<file path="src/rtl/vef_pkg.sv">
// Package: shared constants and types for the video error flag block.
// Assumes: nothing beyond a standard SystemVerilog elaborator.
package vef_pkg;
    localparam int DEFAULT_CATS = 8;

    // Source of a clear request in a given cycle.
    typedef enum logic [1:0] {
        CLR_NONE  = 2'b00,
        CLR_FRAME = 2'b01,
        CLR_HOST  = 2'b10,
        CLR_BOTH  = 2'b11
    } clr_src_e;
endpackage

</file>
<file path="src/rtl/vef_mask_reg.sv">
// Module: holds the per-category enable mask.
// Resets to all ones and loads a new value on a write strobe.
// Assumes: rst_n is synchronous and active low.
module vef_mask_reg #(
    parameter int WIDTH = vef_pkg::DEFAULT_CATS
) (
    input  logic             clk,
    input  logic             rst_n,
    input  logic             wr_i,
    input  logic [WIDTH-1:0] wdata_i,
    output logic [WIDTH-1:0] mask_o
);
    localparam logic [WIDTH-1:0] ALL_ON = {WIDTH{1'b1}};

    // Mask storage: all categories enabled after reset, write replaces it.
    always_ff @(posedge clk) begin
        if (!rst_n)
            mask_o <= ALL_ON;
        else if (wr_i)
            mask_o <= wdata_i;
    end

    AST_MASK_LOAD: assert property (@(posedge clk) disable iff (!rst_n)
        wr_i |=> (mask_o == $past(wdata_i))) else $error("mask load");
    AST_MASK_KEEP: assert property (@(posedge clk) disable iff (!rst_n)
        !wr_i |=> $stable(mask_o)) else $error("mask keep");
endmodule

</file>
<file path="src/rtl/vef_status_bit.sv">
// Module: one sticky status bit for one error category.
// Sets on an enabled pulse, clears on a clear request, and set wins over clear.
// Assumes: clr_i and err_i are single-cycle strobes on the pixel clock.
module vef_status_bit (
    input  logic clk,
    input  logic rst_n,
    input  logic err_i,
    input  logic en_i,
    input  logic clr_i,
    output logic bit_o
);
    logic hit;

    // Qualify the raw pulse with its enable bit.
    always_comb hit = err_i & en_i;

    // Sticky latch: keep the bit unless cleared, then OR in a new hit.
    always_ff @(posedge clk) begin
        if (!rst_n)
            bit_o <= 1'b0;
        else
            bit_o <= (bit_o & ~clr_i) | hit;
    end

    AST_SET_ON_HIT: assert property (@(posedge clk) disable iff (!rst_n)
        (err_i && en_i) |=> bit_o) else $error("set on hit");
    AST_HOLD_SET: assert property (@(posedge clk) disable iff (!rst_n)
        (bit_o && !clr_i) |=> bit_o) else $error("hold");
    AST_CLEAR_BIT: assert property (@(posedge clk) disable iff (!rst_n)
        (clr_i && !(err_i && en_i)) |=> !bit_o) else $error("clear");
    AST_MASKED_OFF: assert property (@(posedge clk) disable iff (!rst_n)
        (!bit_o && !(err_i && en_i)) |=> !bit_o) else $error("masked");
    AST_CLEAR_LOSES: assert property (@(posedge clk) disable iff (!rst_n)
        (clr_i && err_i && en_i) |=> bit_o) else $error("collision");
endmodule

</file>
<file path="src/rtl/vef_flag_drive.sv">
// Module: combines the latched status bits into the active-low error pin.
// Assumes: the status word is registered, so the pin is glitch-free.
module vef_flag_drive #(
    parameter int WIDTH = vef_pkg::DEFAULT_CATS
) (
    input  logic [WIDTH-1:0] status_i,
    output logic             err_n_o
);
    logic any_err;

    // OR of all latched categories, inverted for the active-low pin.
    always_comb begin
        any_err = |status_i;
        err_n_o = ~any_err;
    end
endmodule

</file>
<file path="src/rtl/video_err_flag.sv">
// Module: top of the masked sticky video error flag.
// Decodes the clear sources, instantiates the mask, one sticky bit per
// category, and the flag driver.
// Assumes: all inputs are synchronous to clk, and rst_n is synchronous active low.
module video_err_flag #(
    parameter int NUM_CATS = vef_pkg::DEFAULT_CATS
) (
    input  logic                clk,
    input  logic                rst_n,
    input  logic [NUM_CATS-1:0] err_pulse_i,
    input  logic                frame_start_i,
    input  logic                mask_wr_i,
    input  logic [NUM_CATS-1:0] mask_wdata_i,
    input  logic                stat_rd_i,
    output logic [NUM_CATS-1:0] status_o,
    output logic                err_n_o
);
    import vef_pkg::*;

    clr_src_e            clr_src;
    logic                clr_any;
    logic [NUM_CATS-1:0] mask_q;

    // Encode which clear sources are active this cycle.
    always_comb begin
        clr_src = clr_src_e'({stat_rd_i, frame_start_i});
        clr_any = (clr_src != CLR_NONE);
    end

    vef_mask_reg #(.WIDTH(NUM_CATS)) mask_i (
        .clk     (clk),
        .rst_n   (rst_n),
        .wr_i    (mask_wr_i),
        .wdata_i (mask_wdata_i),
        .mask_o  (mask_q)
    );

    for (genvar g = 0; g < NUM_CATS; g++) begin : g_cat
        vef_status_bit bit_i (
            .clk   (clk),
            .rst_n (rst_n),
            .err_i (err_pulse_i[g]),
            .en_i  (mask_q[g]),
            .clr_i (clr_any),
            .bit_o (status_o[g])
        );
    end

    vef_flag_drive #(.WIDTH(NUM_CATS)) flag_i (
        .status_i (status_o),
        .err_n_o  (err_n_o)
    );

    AST_FLAG_LOW_AFTER_ERR: assert property (@(posedge clk) disable iff (!rst_n)
        (|(err_pulse_i & mask_q)) |=> !err_n_o) else $error("flag low");
    AST_FLAG_HIGH_AFTER_CLR: assert property (@(posedge clk) disable iff (!rst_n)
        (clr_any && !(|(err_pulse_i & mask_q))) |=> err_n_o) else $error("flag high");
endmodule

</file>
<file path="config.mk">
export PLATFORM = sky130hd
export DESIGN_NAME = video_err_flag
export DESIGN_NICKNAME = d
export VERILOG_FILES = /design/src/rtl/vef_pkg.sv /design/src/rtl/vef_mask_reg.sv /design/src/rtl/vef_status_bit.sv /design/src/rtl/vef_flag_drive.sv /design/src/rtl/video_err_flag.sv
export SDC_FILE = /design/constraint.sdc
export NUM_CORES = 1
export LEC_CHECK = 0
export BUFFER_PORTS_ARGS = -buffer_cell sky130_fd_sc_hd__buf_4
export CAP_MARGIN = 20
export CORE_AREA = 4 4 48 50
export CTS_BUF_LIST = sky130_fd_sc_hd__clkbuf_16
export CTS_CLUSTER_SIZE = 8
export DETAILED_ROUTE_END_ITERATION = 10
export DIE_AREA = 0 0 52 54
export GPL_TIMING_DRIVEN = 1
export SLEW_MARGIN = 0
export SYNTH_ARGS = -nofsm -noshare
export SYNTH_HDL_FRONTEND = slang
export SYNTH_SLANG_ARGS = --single-unit
</file>
<file path="constraint.sdc">
create_clock -name clk -period 1.1 [get_ports clk]
set_clock_uncertainty 0.05 [all_clocks]
set_input_delay 0.11 -clock clk [delete_from_list [all_inputs] [get_ports clk]]
set_output_delay 0.11 -clock clk [all_outputs]
set_load 0.02 [all_outputs]
</file>
# [Word level (Yosys, flattened, before mapping)]
# Cells that the tools add are included.
[classes] bitwise_logic=26 reduce_logical=2
[op_table] cell="1-bit bitwise AND" n=16
[op_table] cell="1-bit bitwise OR" n=8
[op_table] cell="8-bit OR reduction" n=1
[op_table] cell="1-bit inverter" n=2
[op_table] cell="2-bit nonzero test" n=1
[word_totals] reg_bits=16 input_bits=21 out_inout_bits=9 wordCells=37

# [Longest topological paths before layout]
[depth] word_depth=4 depth_mapped=3

# [Hierarchy]
# A second synthesis with hierarchy kept.
[unflattened] cells_unflattened=62 hier_area_um2=610.6
[by_module_without_submodules] mod="vef_status_bit" n_inst=8 cells_per_inst=4 area_per_inst_um2=37.5 seq_area_each_um2=20.0
[by_module_without_submodules] mod="vef_mask_reg" n_inst=1 cells_per_inst=26 area_per_inst_um2=285.3 seq_area_each_um2=160.2
[by_module_without_submodules] mod="vef_flag_drive" n_inst=1 cells_per_inst=3 area_per_inst_um2=18.8 seq_area_each_um2=0.0
[by_module_without_submodules] mod="video_err_flag" n_inst=1 cells_per_inst=1 area_per_inst_um2=6.3 seq_area_each_um2=0.0

# [Worst setup path before layout]
# No wires, ideal clock.
[synth_path] path_type="register to output" from="register g_cat[5].bit_i.bit_o" to="output err_n_o" arrival_ps=1111 slack_ps=-171 path_stages_with_launch=3 path_buffers=0 cell_sequence="dfxtp_1 or4_1 nor2_1"
[synth_between] elab_chain_len=2
[synth_rtl] item="start: declaration" line_no="vef_status_bit.sv:10" rtl="output logic bit_o"
[synth_rtl] item="start signal: assignment" line_no="vef_status_bit.sv:22" rtl="bit_o <= (bit_o & ~clr_i) | hit;"
[synth_rtl] item="8-bit OR reduction" line_no="vef_flag_drive.sv:13" rtl="any_err = |status_i;"
[synth_rtl] item="1-bit inverter" line_no="vef_flag_drive.sv:14" rtl="err_n_o = ~any_err;"
[synth_rtl] item="end: declaration" line_no="video_err_flag.sv:16" rtl="output logic err_n_o"
# No other way between the ends.

# [Worst setup path after layout]
[layout_path] from="register g_cat[2].bit_i.bit_o" to="output err_n_o"
[layout_between] elab_chain_len=2
[layout_rtl] item="start: declaration" line_no="vef_status_bit.sv:10"
[layout_rtl] item="start signal: assignment" line_no="vef_status_bit.sv:22"
[layout_rtl] item="8-bit OR reduction" line_no="vef_flag_drive.sv:13"
[layout_rtl] item="1-bit inverter" line_no="vef_flag_drive.sv:14"
# No other way between the ends.

==> impl_metrics.tcl <==
set metrics [dict create \
    ant_nets 0 \
    swShare 0.206 \
    grt_pass1_vias 500 \
    slowest_stage "or4_4" \
    clock_sinks 16 \
    dp_cells 124 \
    dpl.hpwl_um 1080 \
    synth_cells 72 \
    synth-seq-area-share 0.498 \
    cts_buffers 3 \
    die_x_um 52 \
    max_freq_mhz 681 \
    rsz0062_at_grt "yes" \
    synth-seq-cells 16 \
    start_util 0.338 \
    post_drt_wl_per_cell_um 11.2 \
    cts_tree "built" \
    finalNetCount 123 \
    critical_path_arrival_ns 1.31 \
    gp_congestion 0.713 \
    first_pass_iters 4 \
    cp_cell_sequence "or4_4, nor2_4, buf_6" \
    drive_gt1_frac 0.440 \
    crit_fanout 2 \
    leakage_nw 0.461 \
    track_usage 0.107 \
    cts_root_buf "clkbuf_16" \
    violations "setup timing" \
    ys.flop_type "dfxtp_1" \
    insertedDiodeCount 0 \
    slew_headroom 0.849 \
    whs_ns 0.0374 \
    n_fill_cell 182 \
    p_sw_mw 0.321 \
    worstSetupEndpointType "primary output" \
    dr.first_iter.drc_count 6 \
    comb_power_share 0.162 \
    vias_per_cell 4.21 \
    worst_setup_path_start_kind "register" \
    clkPwrFrac 0.428 \
    post_layout_nonfiller_instances 127 \
    clkTransAtPathRegs_ns 0.05 \
    path_class "reg2out" \
    synth_top_cells_by_count "dfxtp_1 (16), nand2_1 (16)" \
    core_mm2 0.00190 \
    slowest_delay_ns 0.54 \
    grt_pass1_wl_um 2170 \
    powerDensity_mw_per_mm2 1610 \
    synth_area_leaders "dfxtp_1 (50%), mux2i_1 (12%), buf_4 (9.3%), nand2_1 (9.3%), nand3_1 (6.2%)" \
    antenna_found_initial 0 \
    synth_cell_types 11 \
    vias 535 \
    async_reset_ff_frac 0 \
    clk_latency_ns 0.24 \
    grt_start_max_net_pins 25 \
    slew_violations 0 \
    p_int_mw 1.24 \
    area_delta_synth_final_pct 51.0 \
    drc 0 \
    min_path_type "in2reg" \
    die-area_mm2 0.00281 \
    ios 30 \
    post-synth-top-area-fraction 0.498 \
    die_h_um 54 \
    grt-ovfl-total 0 \
    status "finished with violations" \
    final-hold-violation-count 0 \
    worst-endpoint-required_ns 0.94 \
    fin_crit_ns 1.47 \
    syn_area_per_cell_um2 8.93 \
    cts_buffer_depth 2 \
    synth_edf_count 0 \
    htreeDepth 1 \
    sequentialPowerShare 0.410 \
    fin_crit_sh 1.33 \
    syn_nets 93 \
    cts_setup_buffers 0 \
    finalSetupViolCount 1 \
    netlist.top_cell.by_area "dfxtp_1" \
    wl_um 1420 \
    rows 16 \
    io_buffers 29 \
    vdd_drop_max_mv 0.742 \
    maxCapViolCount 0 \
    finalWorstSetupSlack_ns -0.368 \
    syn_area_um2 643 \
    worst_slew_pin_slew_ns 0.226 \
    yosys_warnings 0 \
]
## power groups by stage
| stage | logic (mW) | clock network (mW) | registers (mW) |
|---|---|---|---|
| global placement | 0.250 | 0 | 0.649 |
| detailed placement | 0.253 | 0 | 0.651 |
| CTS | 0.257 | 0.692 | 0.641 |
| floorplan | 0.147 | 0 | 0.650 |
| global route | 0.277 | 0.705 | 0.645 |
| finish | 0.253 | 0.668 | 0.641 |
## timing repair
item	CTS	global route
pin swaps	1	0
gates resized for setup	1	0
hold buffers	0	0
endpoints found under the setup margin	1	1
## area by class of cell
type	count	area (µm²)	area share
repair buffers	37	282	0.290
flip-flops and latches	16	320	0.330
well taps	27	33.8	0.0348
multi-input cells	44	260	0.268
clock buffers	3	75.1	0.0773
## per-stage QoR
step | area (µm²) | total power, mW | utilization | setup slack (ns) | setup TNS [ns]
final | 971 | 1.56 | 0.511 | -0.368 | -0.368
after global routing | 971 | 1.63 | 0.511 | -0.389 | -0.389
after CTS | 971 | 1.59 | 0.511 | -0.380 | -0.380
after detailed placement | 892 | 0.904 | 0.469 | -0.129 | -0.129
after global placement | 892 | 0.900 | 0.469 | -0.123 | -0.123
after floorplan | 658 | 0.797 | - | -0.0695 | -0.0695
## cells in the final DEF (no fill, tap or decap)
master / instances
buf_4: 36
nand2_1: 16
dfxtp_1: 16
nand3_1: 8
o21ai_0: 8
mux2i_1: 8
clkbuf_16: 3
or4_4: 2
or2_2: 1
nor2_4: 1
buf_6: 1
## sequential cells by signal, summed over array words and instances, names as in the netlist
register,cells
g_cat.bit_i.bit_o,8
mask_i.mask_o,8
## logic make-up after synthesis
kind of cell,count (synthesis),share of synthesized area
flops,16,0.498
buf+inv,12,0.121
simple gates,28,0.195
compound gates,8,0.0623
mux,8,0.125
## layer usage
metal	GRT usage	share of wire	wire [µm]	vias up
li1	-	-	-	293
met1	0.129	0.46	660	226
met2	0.172	0.47	670	14
met3	0.0277	0.045	64	2
met4	0.0655	0.018	25	0
met5	0	0	0	-
## worst paths after layout
| kind | from | endpoint | slack, ns | cells after the start |
|---|---|---|---|---|
| worst max-delay path | g_cat[2].bit_i.bit_o | err_n_o | -0.37 | 3 |
| worst min-delay path | mask_wdata_i[7] | mask_i.mask_o[7] | 0.04 | 3 |
| worst max register to register | g_cat[1].bit_i.bit_o | g_cat[1].bit_i.bit_o | 0.35 | 3 |
| worst min register to register | mask_i.mask_o[1] | mask_i.mask_o[1] | 0.42 | 2 |
## worst max-delay path, delay by kind of cell (launching register included)
family        cells  cell delay [ns]
simple gates      2             0.65
buf+inv           1             0.11
flops             1             0.30
(Power assumes the default switching activity.)
